File: config.mk
export PLATFORM = sky130hd
export DESIGN_NAME = stop_wake_seq
export DESIGN_NICKNAME = d
export VERILOG_FILES = /design/src/rtl/swake_pkg.sv /design/src/rtl/swake_dp.sv /design/src/rtl/swake_ctrl.sv /design/src/rtl/stop_wake_seq.sv
export SDC_FILE = /design/constraint.sdc
export NUM_CORES = 1
export LEC_CHECK = 0
export ABC_AREA = 1
export BUFFER_PORTS_ARGS = -buffer_cell sky130_fd_sc_hd__buf_2
export CAP_MARGIN = 20
export CELL_PAD_IN_SITES_DETAIL_PLACEMENT = 1
export CELL_PAD_IN_SITES_GLOBAL_PLACEMENT = 1
export CORE_MARGIN = 1.5
export CORE_UTILIZATION = 43
export DETAILED_ROUTE_END_ITERATION = 7
export GPL_TIMING_DRIVEN = 0
export PLACE_DENSITY = 0.91
export SETUP_SLACK_MARGIN = 0.5
export SLEW_MARGIN = 20
export SYNTH_ARGS = -nofsm -noshare
export SYNTH_HDL_FRONTEND = slang
export SYNTH_HIERARCHICAL = 1
export SYNTH_SLANG_ARGS = --single-unit
File: constraint.sdc
create_clock -name clk -period 4.6 [get_ports clk]
set_clock_uncertainty 0.15 [all_clocks]
set_input_delay 0.23 -clock clk [delete_from_list [all_inputs] [get_ports clk]]
set_output_delay 0.23 -clock clk [all_outputs]
set_load 0.02 [all_outputs]
File: src/rtl/swake_pkg.sv
package swake_pkg;

  typedef enum logic [1:0] {
    ST_RUN     = 2'd0,
    ST_STOPPED = 2'd1,
    ST_RECOVER = 2'd2
  } wakeState_t;

  // strobes from control to datapath
  typedef struct packed {
    logic loadCfg;  // capture configuration at stop entry
    logic clrCnt;   // zero the elapsed counter at wake acceptance
    logic incCnt;   // advance the elapsed counter during recovery
  } dpStrobe_t;

  typedef struct packed {
    logic useExtClk;
    logic oscKeep;
    logic shortDelay;
    logic pllEn;
  } stopCfg_t;

endpackage

File: src/rtl/swake_dp.sv
module swake_dp
  import swake_pkg::*;
#(
  parameter int LONG_DELAY   = 1024,
  parameter int SHORT_DELAY  = 16,
  parameter int LOCK_TIMEOUT = 1200
) (
  input  logic      clk,
  input  logic      rst,
  input  dpStrobe_t strobe,
  input  stopCfg_t  cfgIn,
  input  logic      pllLock,
  output logic      heldKeep,
  output logic      dlyDone,
  output logic      lockDone,
  output logic      timeoutHit
);

  localparam int CNT_MAX = (LONG_DELAY > LOCK_TIMEOUT) ? LONG_DELAY : LOCK_TIMEOUT;
  localparam int CW      = $clog2(CNT_MAX + 1);
  localparam logic [CW-1:0] LONG_V  = CW'(LONG_DELAY);
  localparam logic [CW-1:0] SHORT_V = CW'(SHORT_DELAY);
  localparam logic [CW-1:0] TOUT_V  = CW'(LOCK_TIMEOUT);
  localparam logic [CW-1:0] TOP_V   = CW'(CNT_MAX);

  stopCfg_t        cfgHeld;
  logic [CW-1:0]   elapsed;
  logic [CW-1:0]   dlyTarget;
  logic            needLock;

  always_ff @(posedge clk) begin
    if (rst) begin
      cfgHeld <= '0;
      elapsed <= '0;
    end else begin
      if (strobe.loadCfg) cfgHeld <= cfgIn;
      if (strobe.clrCnt) elapsed <= '0;
      else if (strobe.incCnt && elapsed != TOP_V) elapsed <= elapsed + 1'b1;
    end
  end

  // delay selection per clock source
  always_comb begin
    if (cfgHeld.useExtClk) begin
      if (cfgHeld.shortDelay)   dlyTarget = SHORT_V;
      else if (cfgHeld.oscKeep) dlyTarget = '0;
      else                      dlyTarget = LONG_V;
    end else begin
      if (cfgHeld.oscKeep)         dlyTarget = '0;
      else if (cfgHeld.shortDelay) dlyTarget = SHORT_V;
      else                         dlyTarget = LONG_V;
    end
  end

  assign needLock   = cfgHeld.pllEn & ~cfgHeld.oscKeep;
  assign dlyDone    = (elapsed >= dlyTarget);
  assign timeoutHit = needLock & ~pllLock & (elapsed >= TOUT_V);
  assign lockDone   = ~needLock | pllLock | timeoutHit;
  assign heldKeep   = cfgHeld.oscKeep;

  // latched configuration only changes on a load strobe
  a_r2_cfg_held: assert property (@(posedge clk) disable iff (rst)
    !strobe.loadCfg |=> $stable(cfgHeld));

  // the elapsed counter sticks at its top value instead of wrapping
  a_r4_no_wrap: assert property (@(posedge clk) disable iff (rst)
    (strobe.incCnt && !strobe.clrCnt && elapsed == TOP_V) |=> elapsed == TOP_V);

endmodule

File: src/rtl/swake_ctrl.sv
module swake_ctrl
  import swake_pkg::*;
(
  input  logic      clk,
  input  logic      rst,
  input  logic      stopReq,
  input  logic      wakeReq,
  input  logic      heldKeep,
  input  logic      dlyDone,
  input  logic      lockDone,
  input  logic      timeoutHit,
  output dpStrobe_t strobe,
  output logic      oscEnable,
  output logic      pllEnable,
  output logic      resumeCore,
  output logic      lockErr
);

  wakeState_t state, nextState;
  logic       finish;

  assign finish = (state == ST_RECOVER) && dlyDone && lockDone;

  always_comb begin
    nextState = state;
    unique case (state)
      ST_RUN:     if (stopReq) nextState = ST_STOPPED;
      ST_STOPPED: if (wakeReq) nextState = ST_RECOVER;
      ST_RECOVER: if (finish)  nextState = ST_RUN;
      default:    nextState = ST_RUN;
    endcase
  end

  always_comb begin
    strobe.loadCfg = (state == ST_RUN) && stopReq;
    strobe.clrCnt  = (state == ST_STOPPED) && wakeReq;
    strobe.incCnt  = (state == ST_RECOVER);
  end

  assign oscEnable = (state != ST_STOPPED) || heldKeep;
  assign pllEnable = (state != ST_STOPPED) || heldKeep;

  always_ff @(posedge clk) begin
    if (rst) begin
      state      <= ST_RUN;
      resumeCore <= 1'b0;
      lockErr    <= 1'b0;
    end else begin
      state      <= nextState;
      resumeCore <= finish;
      if (strobe.loadCfg)          lockErr <= 1'b0;
      else if (finish && timeoutHit) lockErr <= 1'b1;
    end
  end

  // reset lands in run with no pulse and no error
  a_r1_reset_state: assert property (@(posedge clk)
    rst |=> (state == ST_RUN && !resumeCore && !lockErr));

  // a stop request in run is taken on the next edge
  a_r2_stop_entry: assert property (@(posedge clk) disable iff (rst)
    (state == ST_RUN && stopReq) |=> state == ST_STOPPED);

  // without a stop request, run stays run whatever wakeReq does
  a_r7_run_holds: assert property (@(posedge clk) disable iff (rst)
    (state == ST_RUN && !stopReq) |=> (state == ST_RUN && !resumeCore));

  // recovery persists while either wait is still open
  a_r5_wait_both: assert property (@(posedge clk) disable iff (rst)
    (state == ST_RECOVER && !(dlyDone && lockDone)) |=> state == ST_RECOVER);

  // a timed-out lock wait resumes with the error raised
  a_r6_timeout_flag: assert property (@(posedge clk) disable iff (rst)
    (state == ST_RECOVER && dlyDone && timeoutHit) |=> (lockErr && resumeCore));

  // the resume pulse lasts one cycle
  a_r8_single_pulse: assert property (@(posedge clk) disable iff (rst)
    resumeCore |=> !resumeCore);

endmodule

File: src/rtl/stop_wake_seq.sv
module stop_wake_seq
  import swake_pkg::*;
#(
  parameter int LONG_DELAY   = 1024,
  parameter int SHORT_DELAY  = 16,
  parameter int LOCK_TIMEOUT = 1200
) (
  input  logic clk,
  input  logic rst,
  input  logic stopReq,
  input  logic wakeReq,
  input  logic useExtClk,
  input  logic oscKeep,
  input  logic shortDelay,
  input  logic pllEn,
  input  logic pllLock,
  output logic oscEnable,
  output logic pllEnable,
  output logic resumeCore,
  output logic lockErr
);

  dpStrobe_t strobe;
  stopCfg_t  cfgIn;
  logic      heldKeep, dlyDone, lockDone, timeoutHit;

  assign cfgIn = '{useExtClk: useExtClk, oscKeep: oscKeep,
                   shortDelay: shortDelay, pllEn: pllEn};

  swake_ctrl u_ctrl (
    .clk        (clk),
    .rst        (rst),
    .stopReq    (stopReq),
    .wakeReq    (wakeReq),
    .heldKeep   (heldKeep),
    .dlyDone    (dlyDone),
    .lockDone   (lockDone),
    .timeoutHit (timeoutHit),
    .strobe     (strobe),
    .oscEnable  (oscEnable),
    .pllEnable  (pllEnable),
    .resumeCore (resumeCore),
    .lockErr    (lockErr)
  );

  swake_dp #(
    .LONG_DELAY   (LONG_DELAY),
    .SHORT_DELAY  (SHORT_DELAY),
    .LOCK_TIMEOUT (LOCK_TIMEOUT)
  ) u_dp (
    .clk        (clk),
    .rst        (rst),
    .strobe     (strobe),
    .cfgIn      (cfgIn),
    .pllLock    (pllLock),
    .heldKeep   (heldKeep),
    .dlyDone    (dlyDone),
    .lockDone   (lockDone),
    .timeoutHit (timeoutHit)
  );

endmodule

; Word level (Yosys, flattened, before mapping)
; Cells that the tools add are included.
[classes]
n_lt_le_gt_ge = 2
bitwise_logic = 8
muxes = 9
addsub = 1
n_reduce_logical = 11
n_eq_ne = 7
[ops]
columns = cell, count
row1 = 11-bit two-way mux, 5
row2 = 11-bit by 1-bit adder with 11-bit output (second input constant), 1
row3 = 11-bit greater-or-equal comparator, 1
row4 = 11-bit greater-or-equal comparator (second input constant), 1
row5 = 11-bit != test (second input constant), 1
row6 = 1-bit logical AND, 6
row7 = 2-bit two-way mux, 3
row8 = 2-bit != test (second input constant), 3
row9 = 2-bit one-hot mux with 3 select lines, 1
row10 = 2-bit OR reduction, 2
row11 = 1-bit bitwise AND, 3
row12 = 1-bit inverter, 3
row13 = 3-bit AND reduction, 1
row14 = 2-bit by 1-bit == test with 1-bit output (second input constant), 1
row15 = 2-bit == test (second input constant), 1
row16 = 2-bit zero test, 1
row17 = 2-bit by 1-bit != test with 1-bit output (second input constant), 1
row18 = 1-bit OR, 2
row19 = 1-bit logical OR, 1
[word_totals]
elab_cells = 46
input_bits = 9
out_inout_bits = 4
ff_bits = 19

; Longest topological paths before layout
[depth]
word_depth = 8
depth_mapped = 11
depth_no_buf = 11

; Hierarchy
; Netlist, hierarchy kept.
[by_module_without_submodules]
columns = module, seq_area_each_um2, n_inst, cells_each, area_each_um2
row1 = swake_dp, 300.3, 1, 147, 955.9
row2 = swake_ctrl, 80.1, 1, 29, 202.7

; Worst setup path after synthesis
; No wires, ideal clock.
[synth_timing]
path_kind = register to register
from = register u_dp.cfgHeld (netlist bit u_dp/heldKeep)
to = register u_ctrl.lockErr
t_arrival_ns = 1.241
n_path_buf = 0
synth_period_minus_slack_ns = 1.457
setup_ns = 0.066
path_stages_with_launch = 11
setup_slack_ns = 3.143
t_required_ns = 4.384
cell_sequence = dfxtp_1 -> inv_1 -> nor2_1 -> nor2_1 -> ha_1 -> a31oi_1 -> o21bai_1 -> nand2_1 -> inv_1 -> nand3_2 -> a21oi_2
[synth_between]
elab_chain_cells = 7
elab_cells_between_ends = 15
cone_classes = order compare (1) / mux (4) / bitwise (7) / reduce/logical (3)
[synth_rtl]
columns = element, line
row1 = start: declaration, swake_dp.sv:26  ; stopCfg_t cfgHeld;
row2 = start signal: assignment, swake_dp.sv:36  ; if (strobe.loadCfg) cfgHeld <= cfgIn;
row3 = 11-bit two-way mux, swake_dp.sv:46  ; else if (cfgHeld.oscKeep) dlyTarget = '0;
row4 = 11-bit two-way mux, swake_dp.sv:45  ; if (cfgHeld.shortDelay) dlyTarget = SHORT_V;
row5 = 11-bit two-way mux (*), swake_dp.sv:44  ; if (cfgHeld.useExtClk) begin
row6 = 11-bit greater-or-equal comparator (*), swake_dp.sv:56  ; assign dlyDone = (elapsed >= dlyTarget);
row7 = named net dlyDone, stop_wake_seq.sv:25  ; logic heldKeep, dlyDone, lockDone, timeoutHit;
row8 = 1-bit logical AND (*) (2 in a row), swake_ctrl.sv:22  ; assign finish = (state == ST_RECOVER) && dlyDone && lockDone;
row9 = 1-bit logical AND (*), swake_ctrl.sv:52  ; else if (finish && timeoutHit) lockErr <= 1'b1;
row10 = end signal: assignment, swake_ctrl.sv:47  ; lockErr <= 1'b0;
row11 = end signal: assignment, swake_ctrl.sv:51  ; if (strobe.loadCfg) lockErr <= 1'b0;
row12 = end signal: assignment, swake_ctrl.sv:52
row13 = end: declaration, swake_ctrl.sv:16  ; output logic lockErr
; The timed path passes the listed nets; every way through them passes the cells marked *.
; A chain may end at the register's enable or synchronous reset.

==> results by group <==
Detailed routing
  – Post-Route WL: 3100 um
  – # DRC: 0
  – WL/cell: 13.9 um
  – Via count: 1142
  – Initial drt markers: 27
  – Drt pass-1 iters: 4
  – Remaining antenna violation count: 0
  – Vias per Instance: 5.12

Logic synthesis
  – Synth top area cells: dfxtp_1, nand2_1, inv_1, nor2_1, nor2_2
  – FFs w/ async S/R, synth: 0%
  – Most common library cells after synthesis: nand2_1, inv_1, nor2_1, dfxtp_1
  – Most used DFF post-synth: dfxtp_1
  – Syn Nets: 189
  – Avg Cell Area, Syn: 6.58 um2
  – Synth Cell Area: 0.00116 mm2
  – Synth cell types: 23
  – Post-synthesis register bit count: 19
  – Number of flops mapped to enable cells by yosys: 0
  – Mapped Cells: 176
  – Yosys top cell by area: dfxtp_1
  – Syn. warnings: 6
  – Area share of the largest cell type after synthesis: 32.8%
  – Count leader, synth: nand2_1
  – Seq/Total Area, Yosys: 32.8%

Run
  – Max cap viols: 0

Timing
  – Count of pins over their slew limit: 0
  – Final hold viol count: 0
  – Final Setup Violations: 0
  – Setup_tns: 0 ps
  – Fmax: 0.569 GHz
  – Worst Tran Pin Value: 595 ps
  – Tcrit/Tclk final: 38.2%
  – Final worst path period need: 1760 ps
  – Fin worst setup slack: 2840 ps
  – Slew HR: 60.2%
  – Unrepaired setup endpoints after global routing: false

Floorplanning
  – Die Y: 54.9 um
  – Core area: 0.00252 mm2
  – Die Wd: 54.9 um
  – Cell row count: 18
  – Initial core utilization: 45.9%
  – Ports: 13
  – Die ar.: 0.00302 mm2

Global routing
  – Total GRT Usage: 23.6%
  – GRT Max-Usage Layer: met2
  – First-pass GRT wire length: 5050 um
  – Vias in the first global route: 1094
  – Largest net degree at the start of global routing: 12
  – GR Util met3: 4.84%
  – Initial antenna violation count: 0
  – Final global-route overflow total: 0
  – Met1 Use GR: 30.2%
  – Met2 Resource Use GR: 41.7%

Min path
  – Hold Startpoint: useExtClk
  – Worst Hold Class: in -> reg

Placement
  – RD Place Congestion: 0.861
  – Placed Cells incl. Taps: 218
  – Pre-CTS WS: 2860 ps
  – Post-DP HPWL: 2480 um
  – IO buf count: 12

Worst setup path
  – Worst setup EP type: register
  – Worst-path fanout max: 7
  – Crit. Startpoint: u_ctrl/state[0]
  – Worst Path Required: 4690 ps
  – Setup slack, reg-to-reg: 2840 ps
  – Critical Path Start Type: register
  – Arr. time, crit path: 1850 ps
  – Start of the worst register-to-register path: u_ctrl/state[0]
  – Worst Setup Path Type: reg -> reg

Power and ir drop
  – Peak supply drop: 184 uV
  – Switching Share: 29.1%
  – Switching Power: 89.4 uW
  – Clock power share: 28.7%
  – Internal power: 218 uW
  – Combinational Power Share: 14.8%
  – Seq pwr share: 56.5%
  – Pwr dens: 237 mW/mm2
  – Final Total Pwr: 307 uW
  – Leak: 0.000548 uW

CTS
  – Total CTS buffers: 3
  – Clock Pin Slew Worst Setup and Hold Paths: 120 ps
  – Clock sinks: 19
  – CTS root buffer: clkbuf_4
  – Resize count post-CTS: 0
  – H-tree levels: 1
  – CTS tree: built
  – Clock tree buffer depth: 2
  – Clock latency on the worst-skew pair: 300 ps

Layout
  – FILL cells: 357
  – Nets: 207
  – Area Growth Syn to Fin: 11.7%
  – Finished Layout Cells: 223
  – Layout cell share with drive strength beyond 1: 23.3%
  – ANT cells: 0
  – Final design utilization: 51.3%

Run status
  – Run status: completed
==> area by class of cell <==
cell class | instances | area, um2 | area share [%]
timing repair buffer | 13 | 70.1 | 5.42
clock buffer | 3 | 22.5 | 1.74
multi-input combinational | 120 | 627 | 48.5
inverter | 34 | 128 | 9.86
tap | 30 | 37.5 | 2.90
clock inverter | 1 | 5.00 | 0.387
buffer | 3 | 23.8 | 1.84
sequential | 19 | 380 | 29.4
==> stage by stage <==
stage,hold WS (ps),instance area [um2]
floorplan,142,1160
global route,32.2,1290
CTS,25.7,1290
detailed placement,299,1260
global placement,295,1260
finish,29.8,1290
==> power by group through the flow <==
stage	logic [uW]	registers, uW	clock network [uW]
floorplan	29.9	176	0
global placement	41.8	177	0
detailed placement	44.9	177	0
CTS	45.6	174	91.8
global route	52.2	174	95.8
finish	45.4	174	88.2
==> sequential cells by signal, indices dropped and copies added, names as in the netlist <==
| signal | cells |
|---|---|
| u_dp/elapsed | 11 |
| u_dp/cfgHeld | 3 |
| u_ctrl/state | 2 |
| u_ctrl/lockErr | 1 |
| u_ctrl/resumeCore | 1 |
| u_dp/heldKeep | 1 |
==> cell usage in the layout (no fill, tap or decap) <==
cell type	n
inv_1	24
a211oi_1	2
buf_2	13
clkbuf_4	3
nor2_2	9
o21ai_1	3
buf_4	1
nand2_1	39
nor3_1	2
nor2_1	20
ha_1	4
o21bai_1	1
dlygate4sd3_1	1
nand4_1	8
nand3_2	2
xor2_1	4
dfxtp_1	19
nand3_1	10
buf_6	1
inv_2	10
a31oi_1	1
a21oi_1	9
nor4_1	1
clkinv_2	1
a21oi_2	3
nand2_2	2
==> per-layer routing <==
| layer | vias to the layer above | routed length (um) |
|---|---|---|
| met2 | 5 | 1650 |
| met3 | 2 | 39 |
| met4 | 0 | 12 |
| li1 | 590 | - |
| met1 | 545 | 1390 |
| met5 | - | 0 |
==> worst max-delay path, stage by stage (launching register included) <==
cell,delay (ps)
dfxtp_1,370
inv_1,80
nor2_2,50
nand2_1,110
inv_1,50
nor2_1,470
inv_1,230
a21oi_1,180
==> path summary, 6_finish.rpt <==
check                    end  depth (start not counted)
max          u_dp/elapsed[2]                          7
min          u_dp/cfgHeld[3]                          3
max reg2reg  u_dp/elapsed[2]                          7
min reg2reg   u_ctrl/lockErr                          2
==> cell families after synthesis <==
| group | count (synthesis) | synth area share, % |
|---|---|---|
| buffers and inverters | 37 | 13.1 |
| and+or+nand+nor | 93 | 36.8 |
| xor gates and xnor gates | 4 | 3.02 |
| AOI/OAI and AO/OA | 19 | 9.94 |
| DFF | 19 | 32.8 |
| adders and majority gates | 4 | 4.32 |
==> what timing repair did <==
action                                 4_1_cts  5_1_grt
endpoints found under the hold margin        1        0
setup buffers                                0        0
hold buffers                                 1        0
(Power assumes the default switching activity.)
